<file path="config.mk">
export PLATFORM = sky130hd
export DESIGN_NAME = idct8_systolic
export DESIGN_NICKNAME = d
export VERILOG_FILES = /design/src/rtl/idct8_pkg.sv /design/src/rtl/idct8_collect.sv /design/src/rtl/idct8_pe.sv /design/src/rtl/idct8_post.sv /design/src/rtl/idct8_systolic.sv
export SDC_FILE = /design/constraint.sdc
export NUM_CORES = 2
export LEC_CHECK = 0
export BUFFER_PORTS_ARGS = -buffer_cell sky130_fd_sc_hd__buf_4
export CORE_UTILIZATION = 45
export DETAILED_ROUTE_END_ITERATION = 8
export PLACE_DENSITY = 0.58
export SYNTH_ARGS = -nofsm -noshare
export SYNTH_HDL_FRONTEND = slang
export SYNTH_SLANG_ARGS = --single-unit
</file>
<file path="constraint.sdc">
create_clock -name clk -period 19.5 [get_ports clk]
set_clock_uncertainty 0.2 [all_clocks]
set_input_delay 0 -clock clk [delete_from_list [all_inputs] [get_ports clk]]
set_output_delay 0 -clock clk [all_outputs]
set_load 0.02 [all_outputs]
</file>
<file path="src/rtl/idct8_pkg.sv">
// Package: shared widths and the cosine constant table for the 8-point IDCT.
// Assumes constants are 0.5*c(k)*cos(...) scaled by 2^ROM_FRAC.
package idct8_pkg;
    localparam int COEF_W     = 12;
    localparam int ROM_W      = 13;
    localparam int ROM_FRAC   = 12;
    localparam int PSUM_W     = 19;
    localparam int SUM_FRAC   = 5;
    localparam int OUT_W      = 15;
    localparam int N_PE       = 4;
    localparam int VEC_LEN    = 2 * N_PE;
    localparam int PROD_W     = COEF_W + ROM_W;
    localparam int PROD_SHIFT = ROM_FRAC - SUM_FRAC;
    localparam int CNT_W      = $clog2(VEC_LEN);
    localparam int SEL_W      = $clog2(N_PE);

    localparam int K_A = 1448;  // 0.5*cos(pi/4)
    localparam int K_B = 1892;  // 0.5*cos(pi/8)
    localparam int K_C = 784;   // 0.5*cos(3pi/8)
    localparam int K_D = 2009;  // 0.5*cos(pi/16)
    localparam int K_E = 1703;  // 0.5*cos(3pi/16)
    localparam int K_F = 1138;  // 0.5*cos(5pi/16)
    localparam int K_G = 400;   // 0.5*cos(7pi/16)

    // Constant for element pe, output index n, even (odd=0) or odd half.
    function automatic logic signed [ROM_W-1:0] cos_rom(input int pe,
                                                        input logic [SEL_W-1:0] n,
                                                        input logic odd);
        int v;
        v = 0;
        if (!odd) begin
            case (pe)
                0: v = K_A;
                1: case (n) 2'd0: v = K_B; 2'd1: v = K_C; 2'd2: v = -K_C; default: v = -K_B; endcase
                2: case (n) 2'd0: v = K_A; 2'd1: v = -K_A; 2'd2: v = -K_A; default: v = K_A; endcase
                default: case (n) 2'd0: v = K_C; 2'd1: v = -K_B; 2'd2: v = K_B; default: v = -K_C; endcase
            endcase
        end else begin
            case (pe)
                0: case (n) 2'd0: v = K_D; 2'd1: v = K_E; 2'd2: v = K_F; default: v = K_G; endcase
                1: case (n) 2'd0: v = K_E; 2'd1: v = -K_G; 2'd2: v = -K_D; default: v = -K_F; endcase
                2: case (n) 2'd0: v = K_F; 2'd1: v = -K_D; 2'd2: v = K_G; default: v = K_E; endcase
                default: case (n) 2'd0: v = K_G; 2'd1: v = -K_F; 2'd2: v = K_E; default: v = -K_D; endcase
            endcase
        end
        return ROM_W'(v);
    endfunction
endpackage

</file>
<file path="src/rtl/idct8_collect.sv">
// Collects eight coefficients, hands a full vector to the array bank and
// issues eight tokens (n = 0..3, even then odd half) on the following cycles.
// Assumes a new vector completes no sooner than eight cycles after the last.
module idct8_collect
    import idct8_pkg::*;
(
    input  logic                            clk,
    input  logic                            rst_n,
    input  logic                            in_valid,
    input  logic                            in_start,
    input  logic signed [COEF_W-1:0]        in_coef,
    output logic [VEC_LEN-1:0][COEF_W-1:0]  bank,
    output logic                            accept_last,
    output logic                            tok_v,
    output logic [SEL_W-1:0]                tok_n,
    output logic                            tok_odd
);
    logic [CNT_W-1:0]                cnt;
    logic [CNT_W-1:0]                idx;
    logic [CNT_W-1:0]                tok_cnt;
    logic [VEC_LEN-2:0][COEF_W-1:0]  col;

    assign idx         = in_start ? '0 : cnt;
    assign accept_last = in_valid && (idx == CNT_W'(VEC_LEN - 1));
    assign tok_odd     = tok_cnt[0];
    assign tok_n       = tok_cnt[CNT_W-1:1];

    // Position of the next coefficient within the vector.
    always_ff @(posedge clk) begin
        if (!rst_n)        cnt <= '0;
        else if (in_valid) cnt <= idx + 1'b1;
    end

    // Hold coefficients 0..6 until the last one arrives.
    always_ff @(posedge clk) begin
        if (in_valid && !accept_last) col[idx] <= in_coef;
    end

    // Transfer the complete vector into the bank read by the array.
    always_ff @(posedge clk) begin
        if (accept_last) begin
            for (int k = 0; k < VEC_LEN - 1; k++) bank[k] <= col[k];
            bank[VEC_LEN-1] <= in_coef;
        end
    end

    // Token sequencer: eight tokens per accepted vector.
    always_ff @(posedge clk) begin
        if (!rst_n) begin
            tok_v   <= 1'b0;
            tok_cnt <= '0;
        end else if (accept_last) begin
            tok_v   <= 1'b1;
            tok_cnt <= '0;
        end else if (tok_v) begin
            tok_cnt <= tok_cnt + 1'b1;
            if (tok_cnt == CNT_W'(VEC_LEN - 1)) tok_v <= 1'b0;
        end
    end
endmodule

</file>
<file path="src/rtl/idct8_pe.sv">
// One multiply-accumulate element of the chain: adds x*cos to the incoming
// partial sum, truncating the product to the partial-sum scale, and passes
// the token to the next element one cycle later.
module idct8_pe
    import idct8_pkg::*;
#(
    parameter int IDX = 0
) (
    input  logic                     clk,
    input  logic                     rst_n,
    input  logic                     v_in,
    input  logic [SEL_W-1:0]         n_in,
    input  logic                     odd_in,
    input  logic signed [PSUM_W-1:0] ps_in,
    input  logic signed [COEF_W-1:0] x_even,
    input  logic signed [COEF_W-1:0] x_odd,
    output logic                     v_out,
    output logic [SEL_W-1:0]         n_out,
    output logic                     odd_out,
    output logic signed [PSUM_W-1:0] ps_out
);
    logic signed [COEF_W-1:0] x_sel;
    logic signed [ROM_W-1:0]  coef;
    logic signed [PROD_W-1:0] prod;
    logic signed [PSUM_W-1:0] term;

    assign x_sel = odd_in ? x_odd : x_even;
    assign coef  = cos_rom(IDX, n_in, odd_in);
    assign prod  = x_sel * coef;
    assign term  = PSUM_W'(prod >>> PROD_SHIFT);

    // Token valid flag.
    always_ff @(posedge clk) begin
        if (!rst_n) v_out <= 1'b0;
        else        v_out <= v_in;
    end

    // Token tag and accumulated partial sum.
    always_ff @(posedge clk) begin
        n_out   <= n_in;
        odd_out <= odd_in;
        ps_out  <= ps_in + term;
    end
endmodule

</file>
<file path="src/rtl/idct8_post.sv">
// Butterfly and rounding: keeps the even half, then on the odd half emits
// sample n = E+O and sample 7-n = E-O, both rounded half up to integers.
module idct8_post
    import idct8_pkg::*;
(
    input  logic                     clk,
    input  logic                     rst_n,
    input  logic                     v,
    input  logic [SEL_W-1:0]         n,
    input  logic                     odd,
    input  logic signed [PSUM_W-1:0] ps,
    output logic                     out_valid,
    output logic [SEL_W-1:0]         out_sel,
    output logic signed [OUT_W-1:0]  out_a,
    output logic signed [OUT_W-1:0]  out_b
);
    localparam int HALF = 1 << (SUM_FRAC - 1);

    logic signed [PSUM_W-1:0] even_q;
    logic signed [PSUM_W:0]   s_add;
    logic signed [PSUM_W:0]   s_sub;

    function automatic logic signed [OUT_W-1:0] rnd(input logic signed [PSUM_W:0] s);
        logic signed [PSUM_W:0] t;
        t = (s + (PSUM_W + 1)'(HALF)) >>> SUM_FRAC;
        return OUT_W'(t);
    endfunction

    assign s_add = $signed({even_q[PSUM_W-1], even_q}) + $signed({ps[PSUM_W-1], ps});
    assign s_sub = $signed({even_q[PSUM_W-1], even_q}) - $signed({ps[PSUM_W-1], ps});

    // Capture the even half of the current pair.
    always_ff @(posedge clk) begin
        if (v && !odd) even_q <= ps;
    end

    // Output valid flag: one pulse per completed odd half.
    always_ff @(posedge clk) begin
        if (!rst_n) out_valid <= 1'b0;
        else        out_valid <= v && odd;
    end

    // Output pair registers.
    always_ff @(posedge clk) begin
        if (v && odd) begin
            out_sel <= n;
            out_a   <= rnd(s_add);
            out_b   <= rnd(s_sub);
        end
    end
endmodule

</file>
<file path="src/rtl/idct8_systolic.sv">
// Top: collector, four chained multiply-accumulate elements and butterfly.
// Element j uses coefficients 2j and 2j+1. Element 0 reads the bank
// directly; element j>0 holds a private copy loaded j cycles after the bank,
// so an overlapping next vector cannot disturb tokens still in flight.
module idct8_systolic
    import idct8_pkg::*;
(
    input  logic                     clk,
    input  logic                     rst_n,
    input  logic                     in_valid,
    input  logic                     in_start,
    input  logic signed [COEF_W-1:0] in_coef,
    output logic                     out_valid,
    output logic [SEL_W-1:0]         out_sel,
    output logic signed [OUT_W-1:0]  out_a,
    output logic signed [OUT_W-1:0]  out_b
);
    logic [VEC_LEN-1:0][COEF_W-1:0] bank;
    logic                           accept_last;
    logic                           v_c   [N_PE+1];
    logic [SEL_W-1:0]               n_c   [N_PE+1];
    logic                           odd_c [N_PE+1];
    logic signed [PSUM_W-1:0]       ps_c  [N_PE+1];
    logic [N_PE-1:1]                ld_q;

    idct8_collect u_col (
        .clk(clk), .rst_n(rst_n), .in_valid(in_valid), .in_start(in_start),
        .in_coef(in_coef), .bank(bank), .accept_last(accept_last),
        .tok_v(v_c[0]), .tok_n(n_c[0]), .tok_odd(odd_c[0])
    );

    assign ps_c[0] = '0;

    // Skewed load strobes for the private coefficient copies.
    always_ff @(posedge clk) begin
        if (!rst_n) ld_q <= '0;
        else        ld_q <= {ld_q[N_PE-2:1], accept_last};
    end

    for (genvar j = 0; j < N_PE; j++) begin : g_pe
        logic signed [COEF_W-1:0] xe;
        logic signed [COEF_W-1:0] xo;
        if (j == 0) begin : g_direct
            assign xe = bank[0];
            assign xo = bank[1];
        end else begin : g_held
            // Reload this element's pair as the first token of a vector arrives.
            always_ff @(posedge clk) begin
                if (ld_q[j]) begin
                    xe <= bank[2*j];
                    xo <= bank[2*j+1];
                end
            end
        end
        idct8_pe #(.IDX(j)) u_pe (
            .clk(clk), .rst_n(rst_n),
            .v_in(v_c[j]), .n_in(n_c[j]), .odd_in(odd_c[j]), .ps_in(ps_c[j]),
            .x_even(xe), .x_odd(xo),
            .v_out(v_c[j+1]), .n_out(n_c[j+1]), .odd_out(odd_c[j+1]), .ps_out(ps_c[j+1])
        );
    end

    idct8_post u_post (
        .clk(clk), .rst_n(rst_n), .v(v_c[N_PE]), .n(n_c[N_PE]), .odd(odd_c[N_PE]),
        .ps(ps_c[N_PE]), .out_valid(out_valid), .out_sel(out_sel),
        .out_a(out_a), .out_b(out_b)
    );
endmodule

</file>
==> impl_results.md <==
* EDFF count, synth at 303
* Switching Fraction at 0.210
* Clock Power Share at 0.482
* Internal at 1.44 mW
* I/O pin count at 49
* Synth Area per Inst at between 10 and 15 um^2
* Gate power share at 0.013
* Sw Pwr at 0.383 mW
* TritonCTS Buffers at between 40 and 50
* Max Cap Violations at 0
* Headroom to the max-slew limit at 0.240
* Pre-Repair DR Iteration Count at 5
* Ys Warns at 0
* TritonCTS clock tree: built
* Antenna violations before repair at 8
* Die width at 290 um
* Yosys top cell by area: fa_1
* Min-Delay Path Class: in -> reg
* Crit path capture type: flip-flop
* # rows at 105
* Crit-path max cell delay at 0.83 ns
* Starting density of the core at 0.455
* Count of cell types in the netlist at 67
* Die area at 84300 um^2
* Grt total ovfl at 0
* Required @ worst endpoint at 19.79 ns
* Core area at about 82000 um^2
* Vias in the first global route at 24364
* Setup violators final at 0
* Fin cells at 4681
* PD cells at approximately 45 nW/um^2
* Crit-path slowest cell: a21oi_1
* CP arrival at 9.21 ns
* Vias at 23065
* Root Driver: clkbuf_16
* Synth top area cells: fa_1 29%, edfxtp_1 24%, ha_1 12%
* Sequential area share after synthesis at 0.297
* Crit Path Class: reg -> reg
* Yosys top cell area share at 0.293
* Transition time at the pin with the least slew margin at 1.14 ns
* Register bit count reported by yosys at around 400
* Sequential share of power at 0.505
* First-iteration detailed-routing DRC count at approximately 1200
* H-tree levels at 2
* Critical path peak fanout at 15
* Run status: finished, final reports clean
* Peak VDD IR at just under 0.06 mV
* Number of fillers in the final layout at 7460
* Post-CTS setup buffer count at 0
* Commonest non-fill, non-tap cell in the layout: inv_1
* Synthesized cell area at 37400 um^2
* Setup ws final at 10.58 ns
* Largest net degree at the start of global routing at 50
* Worst-path clk slew at 0.06 ns
* First-pass GRT wire length at 129000 um
* Slew Viols, Final at 0
* Post-synth ARST share at 0
* Die Ht at 290 um
* DRT Wirelength at 79000 um
* Top_reg_cell synth: edfxtp_1
* Antenna Violating Nets Remaining at 0
* Port buffer count at 48
* Clock buffer depth at 3
* GR Util All Layers at 0.194
* Residual DRC at 0
* Clock Latency Late Sink at just over 0.6 ns
* Wirelength per Cell at roughly 17 um
* RSZ-0062 raised after global routing: false
* Area Overhead vs Synth at 9.13%
* Fraction of layout cells with a size suffix above 1 at 0.0571
* Syn nets at about 4400
* Lkg Pwr at ~19 nW
* Cell count after synthesis at 3495
* Clk sinks at 404
* Final hold violations at 0
* DR vias/cell at between 4 and 5
* Fin crit share at 0.457
* Total power at roughly 1.8 mW
* Dpl ws at approximately 11 ns
* Most frequent cells in the layout: 741 x inv_1, 547 x fa_1, 357 x nand2_1
* CP Launch Type: flip-flop
* # nets final at ~4500
* DP Cell Count at between 4000 and 5000
* Minimum clock period after layout at 8.92 ns
* Total Neg Setup Slack at 0 ns
* Gpl congestion at between 0.8 and 0.9
* Peak Freq at 112 MHz
* Dpl hpwl at 64700 um
cells by family after synthesis:
kind of cell | Yosys count | share of synthesized area
AO/OA/AOI/OAI | 310 | 0.0545
XOR/XNOR | 155 | 0.0367
adder cells (fa/ha/maj) | 892 | 0.408
buffers and inverters | 799 | 0.0802
flip-flops | 404 | 0.297
multiplexers | 49 | 0.0139
AND/OR/NAND/NOR | 886 | 0.109
final timing paths:
| check | startpoint | end | slack [ns] | depth (start not counted) |
|---|---|---|---|---|
| setup / recovery | g_pe[1].u_pe.n_out[0]$_DFF_P_ | g_pe[2].u_pe.ps_out[18]$_DFF_P_ | 10.58 | 31 |
| hold / removal | in_coef[10] | u_col.col[22]$_DFFE_PP_ | 0.11 | 2 |
| setup reg to reg | g_pe[1].u_pe.n_out[0]$_DFF_P_ | g_pe[2].u_pe.ps_out[18]$_DFF_P_ | 10.58 | 31 |
| hold reg to reg | u_col.col[30]$_DFFE_PP_ | u_col.bank[30]$_DFFE_PP_ | 0.21 | 0 |
cells in the mapped netlist (38+ instances only):
library cell / number
nand2b_1: 45
nor2_1: 208
nor3_1: 38
nor2b_1: 57
o21ai_0: 50
clkbuf_1: 52
edfxtp_1: 303
nand2_1: 357
inv_1: 741
xor2_1: 45
ha_1: 345
dfxtp_1: 101
a21oi_1: 111
fa_1: 547
and2_1: 82
xnor2_1: 109
critical path: cells and delay by family (launching register included):
family	cells	cell delay [ns]
fa+ha+maj	8	3.51
simple gates	5	0.76
buf+inv	4	0.28
flops	1	0.56
xor+xnor	3	0.46
compound gates	11	3.04
area by class of cell:
| cell class | instances | area, um^2 | share of cell area |
|---|---|---|---|
| clock inverter | 27 | 338 | 0.00828 |
| antenna | 1 | 2.50 | 0.0000613 |
| clock buffer | 59 | 1210 | 0.0296 |
| inverter | 741 | 2780 | 0.0681 |
| sequential | 404 | 11100 | 0.272 |
| tap | 1070 | 1340 | 0.0328 |
| multi-input combinational | 2292 | 23300 | 0.572 |
| timing repair buffer | 87 | 696 | 0.0170 |
registers in the layout, summed over array words and instances (netlist names), 4 cells and up:
signal	cells
g_pe.u_pe.ps_out	74
u_post.out_b	15
u_col.bank	96
g_pe.xo	36
g_pe.xe	36
g_pe.u_pe.odd_out	4
u_post.out_a	15
g_pe.u_pe.v_out	4
u_post.even_q	19
u_col.col	84
g_pe.u_pe.n_out	8
power groups by stage:
stage	clock network (mW)	logic, mW	registers, mW
floorplan	0	0.00683	0.939
global placement	0	0.0211	0.939
detailed placement	0	0.0215	0.939
CTS	0.908	0.0243	0.921
global route	0.940	0.0255	0.921
finish	0.880	0.0235	0.921
routing by layer:
metal | share of wire | global-route usage | vias up
met1 | 0.45 | 0.262 | 11328
met3 | 0.048 | 0.0224 | 101
met4 | 0.022 | 0.0493 | 0
met5 | 0 | 0 | -
li1 | - | - | 11148
met2 | 0.48 | 0.331 | 488
repair_timing:
action                                 4_1_cts  5_1_grt
setup endpoints to repair                    0        0
endpoints found under the hold margin      231        0
gates resized for setup                      0        0
hold buffers                                17        0
per-stage QoR:
stage               area, um^2   util  hold WS [ns]
finish                   40800  0.497         0.112
global route             40800  0.497         0.120
CTS                      40800  0.497         0.102
detailed placement       39100  0.476         0.166
global placement         39100  0.476         0.161
floorplan                37400      -        -0.101
(Power assumes the default switching activity.)
